## config.mk

```make
export PLATFORM = sky130hd
export DESIGN_NAME = irq_src_router
export DESIGN_NICKNAME = d
export VERILOG_FILES = /design/src/rtl/irq_rtr_pkg.sv /design/src/rtl/irq_src_bank.sv /design/src/rtl/irq_route_calc.sv /design/src/rtl/irq_src_router.sv
export SDC_FILE = /design/constraint.sdc
export NUM_CORES = 1
export LEC_CHECK = 0
export ABC_AREA = 1
export ABC_CLOCK_PERIOD_IN_PS = 3100
export BUFFER_PORTS_ARGS = -buffer_cell sky130_fd_sc_hd__buf_2
export CAP_MARGIN = 10
export CELL_PAD_IN_SITES_DETAIL_PLACEMENT = 1
export CELL_PAD_IN_SITES_GLOBAL_PLACEMENT = 2
export CORE_MARGIN = 2
export CORE_UTILIZATION = 34
export CTS_CLUSTER_DIAMETER = 150
export DETAILED_ROUTE_END_ITERATION = 8
export PLACE_DENSITY_LB_ADDON = 0.05
export SKIP_CTS_REPAIR_TIMING = 1
export SYNTH_ARGS = -nofsm -noshare
export SYNTH_HDL_FRONTEND = slang
export SYNTH_SLANG_ARGS = --single-unit
```

## constraint.sdc

```tcl
create_clock -name clk -period 3.1 [get_ports clk]
set_input_delay 0.31 -clock clk [delete_from_list [all_inputs] [get_ports clk]]
set_output_delay 0.31 -clock clk [all_outputs]
set_load 0.01 [all_outputs]
```

## src/rtl/irq_rtr_pkg.sv

```systemverilog
package irq_rtr_pkg;
    typedef enum logic [0:0] {
        ST_IDLE  = 1'b0,
        ST_ROUTE = 1'b1
    } rtr_state_e;

    localparam int CFG_MASK_BIT  = 31;
    localparam int CFG_ACT_BIT   = 30;
    localparam int CFG_MODE_BIT  = 29;
    localparam int CFG_SENSE_BIT = 22;
    localparam int CFG_PRI_LO    = 16;
    localparam int PRI_W         = 4;

    localparam logic [31:0] CFG_RESET_WORD = 32'hA000_0000;
    localparam logic [31:0] CFG_WR_MASK    = 32'hA0CF_00FF;
    localparam logic [31:0] DST_HI_KEEP    = 32'hC000_0000;
endpackage

```

## src/rtl/irq_src_bank.sv

```systemverilog
module irq_src_bank
    import irq_rtr_pkg::*;
#(
    parameter int NSRC = 16,
    parameter int NCPU = 2,
    parameter int IDXW = 4,
    parameter int CPUW = 1
) (
    input  logic                  clk,
    input  logic                  rst_n,
    input  logic [NSRC-1:0]       src_in,
    input  logic                  wr_en,
    input  logic                  wr_dst,
    input  logic [IDXW-1:0]       wr_idx,
    input  logic [31:0]           wr_data,
    input  logic                  rd_dst,
    input  logic [IDXW-1:0]       rd_idx,
    output logic [31:0]           rd_data,
    input  logic                  clr_en,
    input  logic [IDXW-1:0]       clr_idx,
    input  logic                  set_en,
    input  logic [IDXW-1:0]       set_idx,
    input  logic                  take_en,
    input  logic [IDXW-1:0]       take_idx,
    input  logic                  last_en,
    input  logic [IDXW-1:0]       last_idx,
    input  logic [CPUW-1:0]       last_val,
    output logic [NSRC-1:0]       pend_o,
    output logic [NSRC-1:0]       act_o,
    output logic [NSRC-1:0]       req_o,
    output logic [NSRC-1:0]       mask_o,
    output logic [NSRC-1:0]       mode_o,
    output logic [NSRC*PRI_W-1:0] pri_o,
    output logic [NSRC*NCPU-1:0]  dst_o,
    output logic [NSRC*CPUW-1:0]  last_o
);
    localparam logic [31:0] DST_KEEP = DST_HI_KEEP | ((32'd1 << NCPU) - 32'd1);

    logic [NSRC*32-1:0] cfg_rd_flat;
    logic [NSRC*32-1:0] dst_rd_flat;

    for (genvar i = 0; i < NSRC; i++) begin : g_src
        logic [31:0]     cfg_r;
        logic [31:0]     dst_r;
        logic            pend_r;
        logic            act_r;
        logic            req_r;
        logic            line_r;
        logic [CPUW-1:0] last_r;
        logic            hit_cfg, hit_dst, hit_clr, hit_set, hit_take, hit_last;
        logic            rise, fall;

        always_comb begin
            hit_cfg  = wr_en && !wr_dst && (wr_idx == IDXW'(i));
            hit_dst  = wr_en &&  wr_dst && (wr_idx == IDXW'(i));
            hit_clr  = clr_en  && (clr_idx  == IDXW'(i));
            hit_set  = set_en  && (set_idx  == IDXW'(i));
            hit_take = take_en && (take_idx == IDXW'(i));
            hit_last = last_en && (last_idx == IDXW'(i));
            rise     = src_in[i] && !line_r;
            fall     = !src_in[i] && line_r;
        end

        always_ff @(posedge clk) begin
            if (!rst_n) begin
                cfg_r  <= CFG_RESET_WORD;
                dst_r  <= '0;
                pend_r <= 1'b0;
                act_r  <= 1'b0;
                req_r  <= 1'b0;
                line_r <= 1'b0;
                last_r <= '0;
            end else begin
                line_r <= src_in[i];
                if (hit_cfg) cfg_r <= wr_data & CFG_WR_MASK;
                if (hit_dst) dst_r <= wr_data & DST_KEEP;
                if (cfg_r[CFG_SENSE_BIT])  pend_r <= src_in[i];
                else if (rise)             pend_r <= 1'b1;
                else if (hit_clr)          pend_r <= 1'b0;
                if (hit_set)               act_r <= 1'b1;
                else if (hit_clr || (cfg_r[CFG_SENSE_BIT] && fall))
                                           act_r <= 1'b0;
                if (rise || fall || hit_cfg) req_r <= 1'b1;
                else if (hit_take)           req_r <= 1'b0;
                if (hit_last) last_r <= last_val;
            end
        end

        assign cfg_rd_flat[i*32 +: 32]    = cfg_r | (32'(act_r) << CFG_ACT_BIT);
        assign dst_rd_flat[i*32 +: 32]    = dst_r;
        assign pend_o[i]                  = pend_r;
        assign act_o[i]                   = act_r;
        assign req_o[i]                   = req_r;
        assign mask_o[i]                  = cfg_r[CFG_MASK_BIT];
        assign mode_o[i]                  = cfg_r[CFG_MODE_BIT];
        assign pri_o[i*PRI_W +: PRI_W]    = cfg_r[CFG_PRI_LO +: PRI_W];
        assign dst_o[i*NCPU +: NCPU]      = dst_r[NCPU-1:0];
        assign last_o[i*CPUW +: CPUW]     = last_r;
    end

    always_comb begin
        rd_data = '0;
        for (int s = 0; s < NSRC; s++) begin
            if (rd_idx == IDXW'(s))
                rd_data = rd_dst ? dst_rd_flat[s*32 +: 32] : cfg_rd_flat[s*32 +: 32];
        end
    end
endmodule

```

## src/rtl/irq_route_calc.sv

```systemverilog
module irq_route_calc
    import irq_rtr_pkg::*;
#(
    parameter int NCPU = 2,
    parameter int CPUW = 1
) (
    input  logic                  pend,
    input  logic                  masked,
    input  logic                  active,
    input  logic                  dist_mode,
    input  logic [PRI_W-1:0]      pri,
    input  logic [NCPU-1:0]       dst_en,
    input  logic [CPUW-1:0]       last,
    input  logic [NCPU*PRI_W-1:0] task_pri,
    input  logic [NCPU-1:0]       raised,
    output logic [NCPU-1:0]       dlv,
    output logic                  directed,
    output logic                  upd_last,
    output logic [CPUW-1:0]       new_last
);
    logic            gate;
    logic [NCPU-1:0] accept;
    logic [NCPU-1:0] last_hot;
    logic            found;
    logic [CPUW-1:0] rr_pick;

    always_comb begin
        gate = pend && !masked && (pri != '0) && !active && (dst_en != '0);
        for (int c = 0; c < NCPU; c++)
            accept[c] = (pri > task_pri[c*PRI_W +: PRI_W]) && !raised[c];
        last_hot = NCPU'(1) << last;
        found    = 1'b0;
        rr_pick  = '0;
        for (int k = 1; k < NCPU; k++) begin
            if (!found && dst_en[(int'(last) + k) % NCPU]) begin
                found   = 1'b1;
                rr_pick = CPUW'((int'(last) + k) % NCPU);
            end
        end
    end

    always_comb begin
        dlv      = '0;
        directed = 1'b0;
        upd_last = 1'b0;
        new_last = last;
        if (gate) begin
            if (dst_en == last_hot) begin
                dlv = last_hot & accept;
            end else if (!dist_mode) begin
                dlv      = dst_en & accept;
                directed = 1'b1;
            end else if (found) begin
                dlv      = (NCPU'(1) << rr_pick) & accept;
                upd_last = 1'b1;
                new_last = rr_pick;
            end
        end
    end
endmodule

```

## src/rtl/irq_src_router.sv

```systemverilog
module irq_src_router
    import irq_rtr_pkg::*;
#(
    parameter  int NSRC = 16,
    parameter  int NCPU = 2,
    localparam int IDXW = (NSRC > 1) ? $clog2(NSRC) : 1,
    localparam int CPUW = (NCPU > 1) ? $clog2(NCPU) : 1
) (
    input  logic                  clk,
    input  logic                  rst_n,
    input  logic [NSRC-1:0]       irq_line,
    input  logic                  reg_wr_en,
    input  logic                  reg_wr_dst,
    input  logic [IDXW-1:0]       reg_wr_idx,
    input  logic [31:0]           reg_wr_data,
    input  logic                  reg_rd_dst,
    input  logic [IDXW-1:0]       reg_rd_idx,
    output logic [31:0]           reg_rd_data,
    input  logic [NCPU*PRI_W-1:0] cpu_task_pri,
    input  logic [NCPU*NSRC-1:0]  cpu_raised,
    input  logic                  act_clr_en,
    input  logic [IDXW-1:0]       act_clr_idx,
    output logic [NCPU-1:0]       deliver_valid,
    output logic [NCPU*IDXW-1:0]  deliver_idx
);
    rtr_state_e          state_q, state_d;
    logic [IDXW-1:0]     sel_q;
    logic [IDXW-1:0]     pick_idx;
    logic [NSRC-1:0]     pend_vec, act_vec, req_vec, mask_vec, mode_vec;
    logic [NSRC*PRI_W-1:0] pri_flat;
    logic [NSRC*NCPU-1:0]  dst_flat;
    logic [NSRC*CPUW-1:0]  last_flat;
    logic [NCPU-1:0]     raised_row;
    logic [NCPU-1:0]     route_dlv;
    logic                route_dir, route_upd;
    logic [CPUW-1:0]     route_last;
    logic                take_en, set_en, last_en;
    logic [IDXW-1:0]     dlv_src_q;
    logic                dlv_dir_q;

    always_comb begin
        pick_idx = '0;
        for (int s = NSRC - 1; s >= 0; s--)
            if (req_vec[s]) pick_idx = IDXW'(s);
        for (int c = 0; c < NCPU; c++)
            raised_row[c] = cpu_raised[c*NSRC + int'(sel_q)];
        take_en = (state_q == ST_IDLE) && (req_vec != '0);
        set_en  = (state_q == ST_ROUTE) && (route_dlv != '0);
        last_en = (state_q == ST_ROUTE) && route_upd;
    end

    irq_src_bank #(.NSRC(NSRC), .NCPU(NCPU), .IDXW(IDXW), .CPUW(CPUW)) u_bank (
        .clk(clk), .rst_n(rst_n), .src_in(irq_line),
        .wr_en(reg_wr_en), .wr_dst(reg_wr_dst), .wr_idx(reg_wr_idx), .wr_data(reg_wr_data),
        .rd_dst(reg_rd_dst), .rd_idx(reg_rd_idx), .rd_data(reg_rd_data),
        .clr_en(act_clr_en), .clr_idx(act_clr_idx),
        .set_en(set_en), .set_idx(sel_q),
        .take_en(take_en), .take_idx(pick_idx),
        .last_en(last_en), .last_idx(sel_q), .last_val(route_last),
        .pend_o(pend_vec), .act_o(act_vec), .req_o(req_vec), .mask_o(mask_vec),
        .mode_o(mode_vec), .pri_o(pri_flat), .dst_o(dst_flat), .last_o(last_flat)
    );

    irq_route_calc #(.NCPU(NCPU), .CPUW(CPUW)) u_route (
        .pend(pend_vec[sel_q]), .masked(mask_vec[sel_q]), .active(act_vec[sel_q]),
        .dist_mode(mode_vec[sel_q]),
        .pri(pri_flat[int'(sel_q)*PRI_W +: PRI_W]),
        .dst_en(dst_flat[int'(sel_q)*NCPU +: NCPU]),
        .last(last_flat[int'(sel_q)*CPUW +: CPUW]),
        .task_pri(cpu_task_pri), .raised(raised_row),
        .dlv(route_dlv), .directed(route_dir), .upd_last(route_upd), .new_last(route_last)
    );

    always_comb begin
        state_d = state_q;
        unique case (state_q)
            ST_IDLE:  if (req_vec != '0) state_d = ST_ROUTE;
            ST_ROUTE: state_d = ST_IDLE;
            default:  state_d = ST_IDLE;
        endcase
    end

    always_ff @(posedge clk) begin
        if (!rst_n) begin
            state_q <= ST_IDLE;
            sel_q   <= '0;
        end else begin
            state_q <= state_d;
            if (take_en) sel_q <= pick_idx;
        end
    end

    always_ff @(posedge clk) begin
        if (!rst_n) begin
            deliver_valid <= '0;
            dlv_src_q     <= '0;
            dlv_dir_q     <= 1'b0;
        end else begin
            deliver_valid <= (state_q == ST_ROUTE) ? route_dlv : '0;
            dlv_src_q     <= sel_q;
            dlv_dir_q     <= route_dir;
        end
    end

    for (genvar c = 0; c < NCPU; c++) begin : g_out
        assign deliver_idx[c*IDXW +: IDXW] = deliver_valid[c] ? dlv_src_q : '0;
    end
endmodule

```

==> results.md <==
* Synth Area per Inst at 6.74 sq um
* Cts bufs inserted at 50
* FFs w/ async S/R, synth at 0
* Synthesized flop and latch total at between 400 and 500
* Seq/Total Area, Yosys at 0.402
* Crit path cell chain: buf_6 -> nand2_8 -> inv_8 -> buf_6 -> a22oi_2 -> nand2_1 -> nand2_2 -> nand2_1 -> nor2_1 -> buf_4 -> inv_4 -> ha_4 -> inv_1 -> nor2_2 -> o211ai_1 -> nand2_1 -> nand3_2 -> nor3_2 -> nand2_1 -> nand2_2 -> nand2_4 -> nand2_8 -> nand3_1 -> a21oi_2
* Critical path endpoint category: flip-flop
* Antenna violations before repair at 4
* Routability cong. at 0.932
* Delay-heaviest family, CP: simple AND/OR/NAND/NOR gates
* Unrepaired setup endpoints after global routing: true
* Max incr delay on CP at roughly 0.36 ns
* Final worst-path cycle share at 0.991
* Fin Setup TNS at 0 ns
* Reg clk slew, reported paths at around 0.060 ns
* WP data arrival at ~3.6 ns
* Routed Antenna Nets at 0
* CP required at 3.64 ns
* Root Buffer: clkbuf_16
* CP most frequent cell: nand2_1
* Post-Place Setup Slack at -0.283 ns
* Slew HR at 0.263
* Final hold violations at 0
* Post-synth cell types at 44
* Vias at roughly 21000
* Post-synth top area cell: dfxtp_1
* Fillers at ~7500
* Die Area at 62200 sq um
* Status: finished, final reports clean
* CTS max path bufs at 3
* Crit Path Max Fanout at 8
* Vias in the first global route at ~22000
* Measured slew at the worst slew-check pin at 1.10 ns
* R2R cell count at 24
* Routed wire length at 92000 microns
* Detailed Route Iter0 Violations at roughly 1300
* Overall Global Routing Usage at 0.290
* Worst hold slack at 0.0103 ns
* Die W at between 200 and 250 microns
* Predominant post-synthesis flop cell: dfxtp_1
* Final Skew at approximately 0.019 ns
* Area contributors post-synth: dfxtp_1, nand2_1, o21ai_0
* Initial core utilization at 0.346
* Number of port buffers at 117
* Most instantiated cells after synthesis: nand2_1, dfxtp_1, nor2_1
* First-pass GRT wire length at approximately 140000 microns
* Share of cells above drive strength 1 at 0.131
* PnR worst setup slack at approximately 0.028 ns
* Final Setup Violations at 0
* Avg WL per Cell at 23.0 microns
* CP Launch Type: flip-flop
* RR Endpoint: u_bank.g_src[4].act_r
* Top-area cell type share of the netlist area at 0.402
* P_leak at about 10 nW
* HP Class: input port to flip-flop
* Pin count of the biggest net entering global routing at just over 90
* Syn Inst Count at 3037
* Later-pin clock latency in the skew report at 0.61 ns
* Hpwl dp at 65900 microns
* Peak VDD IR at between 0.0004 and 0.0005 V
* CP max stage cell: dfxtp_4
* Min-delay src: irq_line[5]
* Die H at about 250 microns
* Ys Warns at 0
* Top Ports at 148
* Flop2flop setup slack at 0.03 ns
* EDFF count, synth at 0
* Final Max Tran Viols at 0
* DRT Pass-1 Iters at 5
* Reg2reg start: sel_q[1]
* DRC viols at 0
* Cell Area, Synth at roughly 20000 sq um
* Fmax at 0.326 GHz
* Row count at 89
* Layout area overhead at 19.6%
* Cell with the most instances after synthesis: nand2_1
* GR Overflow Total at 0
* Post-route minimum period at 3.07 ns
* CTS tree: built
* Clock sinks at 411
* Number of max-cap violations at 0
* Via-to-Cell Ratio at approximately 5.3
* Endpoint, Worst Hold: u_bank.g_src[5].line_r
* Critical path class: flip-flop to flip-flop
* Power density cells at between 500 and 600 nW/um^2
* H-tree depth at 2
* Core area at 59200 sq um
* Min-Delay Path Depth at 3
* Crit path buffers/inverters at 6
* Fin nets at roughly 3300
==> sequential cells by signal (all words and copies together) (netlist names) <==
name                 flops
u_bank.g_src.cfg_r     256
u_bank.g_src.req_r      16
dlv_src_q                4
deliver_valid            2
u_bank.g_src.dst_r      64
state_q                  1
sel_q                    4
u_bank.g_src.line_r     16
u_bank.g_src.last_r     16
u_bank.g_src.act_r      16
u_bank.g_src.pend_r     16
==> layer usage <==
layer  GRT usage  part of all wire  vias to the layer above  routed length, microns
met5           0           0.00014                        -                      13
met4      0.0981             0.035                        2                    3190
met3      0.0343             0.040                      128                    3710
met2       0.507              0.48                      456                   44400
met1       0.371              0.44                    10400                   40700
li1            -                 -                    10200                       -
==> through the flow <==
step | cells | util | cell area, sq um | total power, mW
2_1_floorplan | 3051 | - | 20500 | 6.46
3_3_place_gp | 3881 | 0.376 | 22300 | 7.12
3_5_place_dp | 3882 | 0.376 | 22300 | 7.15
4_1_cts | 3974 | 0.404 | 24000 | 13.3
5_1_grt | 3996 | 0.413 | 24500 | 13.7
6_report | 3997 | 0.413 | 24500 | 13.3
==> cells by family after synthesis <==
group,synth area share
flops,0.402
fa+ha+maj,0.0263
other cells,0.000183
buf+inv,0.103
simple gates,0.280
compound gates,0.188
==> cell type report <==
type                    instances  area (sq um)  share of cell area
multi-input cells            2137         10400               0.426
flip-flops and latches        411          8230               0.336
repair buffers                273          1980              0.0810
clock buffers                  74          1460              0.0597
inverters                     309          1180              0.0483
well taps                     773           967              0.0395
clock inverters                18           215             0.00879
repair inverters                1          6.26            0.000256
diodes                          1          2.50            0.000102
==> worst max-delay path by stage <==
stage	start	to	slack, ns	cells after the start
global placement	sel_q[1]	u_bank.g_src[3].act_r	-0.18	21
global route	sel_q[1]	u_bank.g_src[1].act_r	-0.16	24
CTS	sel_q[1]	u_bank.g_src[3].act_r	-0.31	19
finish	sel_q[1]	u_bank.g_src[4].act_r	0.03	24
detailed placement	sel_q[1]	u_bank.g_src[3].act_r	-0.28	19
floorplan	sel_q[0]	u_bank.g_src[2].act_r	0.33	22
==> placed cells by master, fill, tap and decap left out, types with 51 or more instances in the layout <==
cell type and count:
nand2_1 717, buf_2 115, dfxtp_1 409, o21ai_0 277, buf_4 123, nor2_1 372
nand3_1 135, a21oi_1 267, inv_1 294, clkbuf_16 51, nand4_1 85
==> report_power, final <==
group | internal [mW] | leakage (nW) | total [mW] | switching [mW]
sequential | 5.39 | 3.33 | 5.47 | 0.0793
combinational | 0.539 | 6.04 | 1.70 | 1.16
clock | 3.60 | 0.829 | 6.09 | 2.49
==> worst register-to-register path: cells and delay by family, from the launching register on <==
kind / cells / cell delay (ns)
and+or+nand+nor: 14 / 1.42
DFF: 1 / 0.36
adders and majority gates: 1 / 0.25
AOI/OAI and AO/OA: 3 / 0.43
buffers and inverters: 6 / 0.56
No activity file was read; power rests on OpenSTA's default activity.
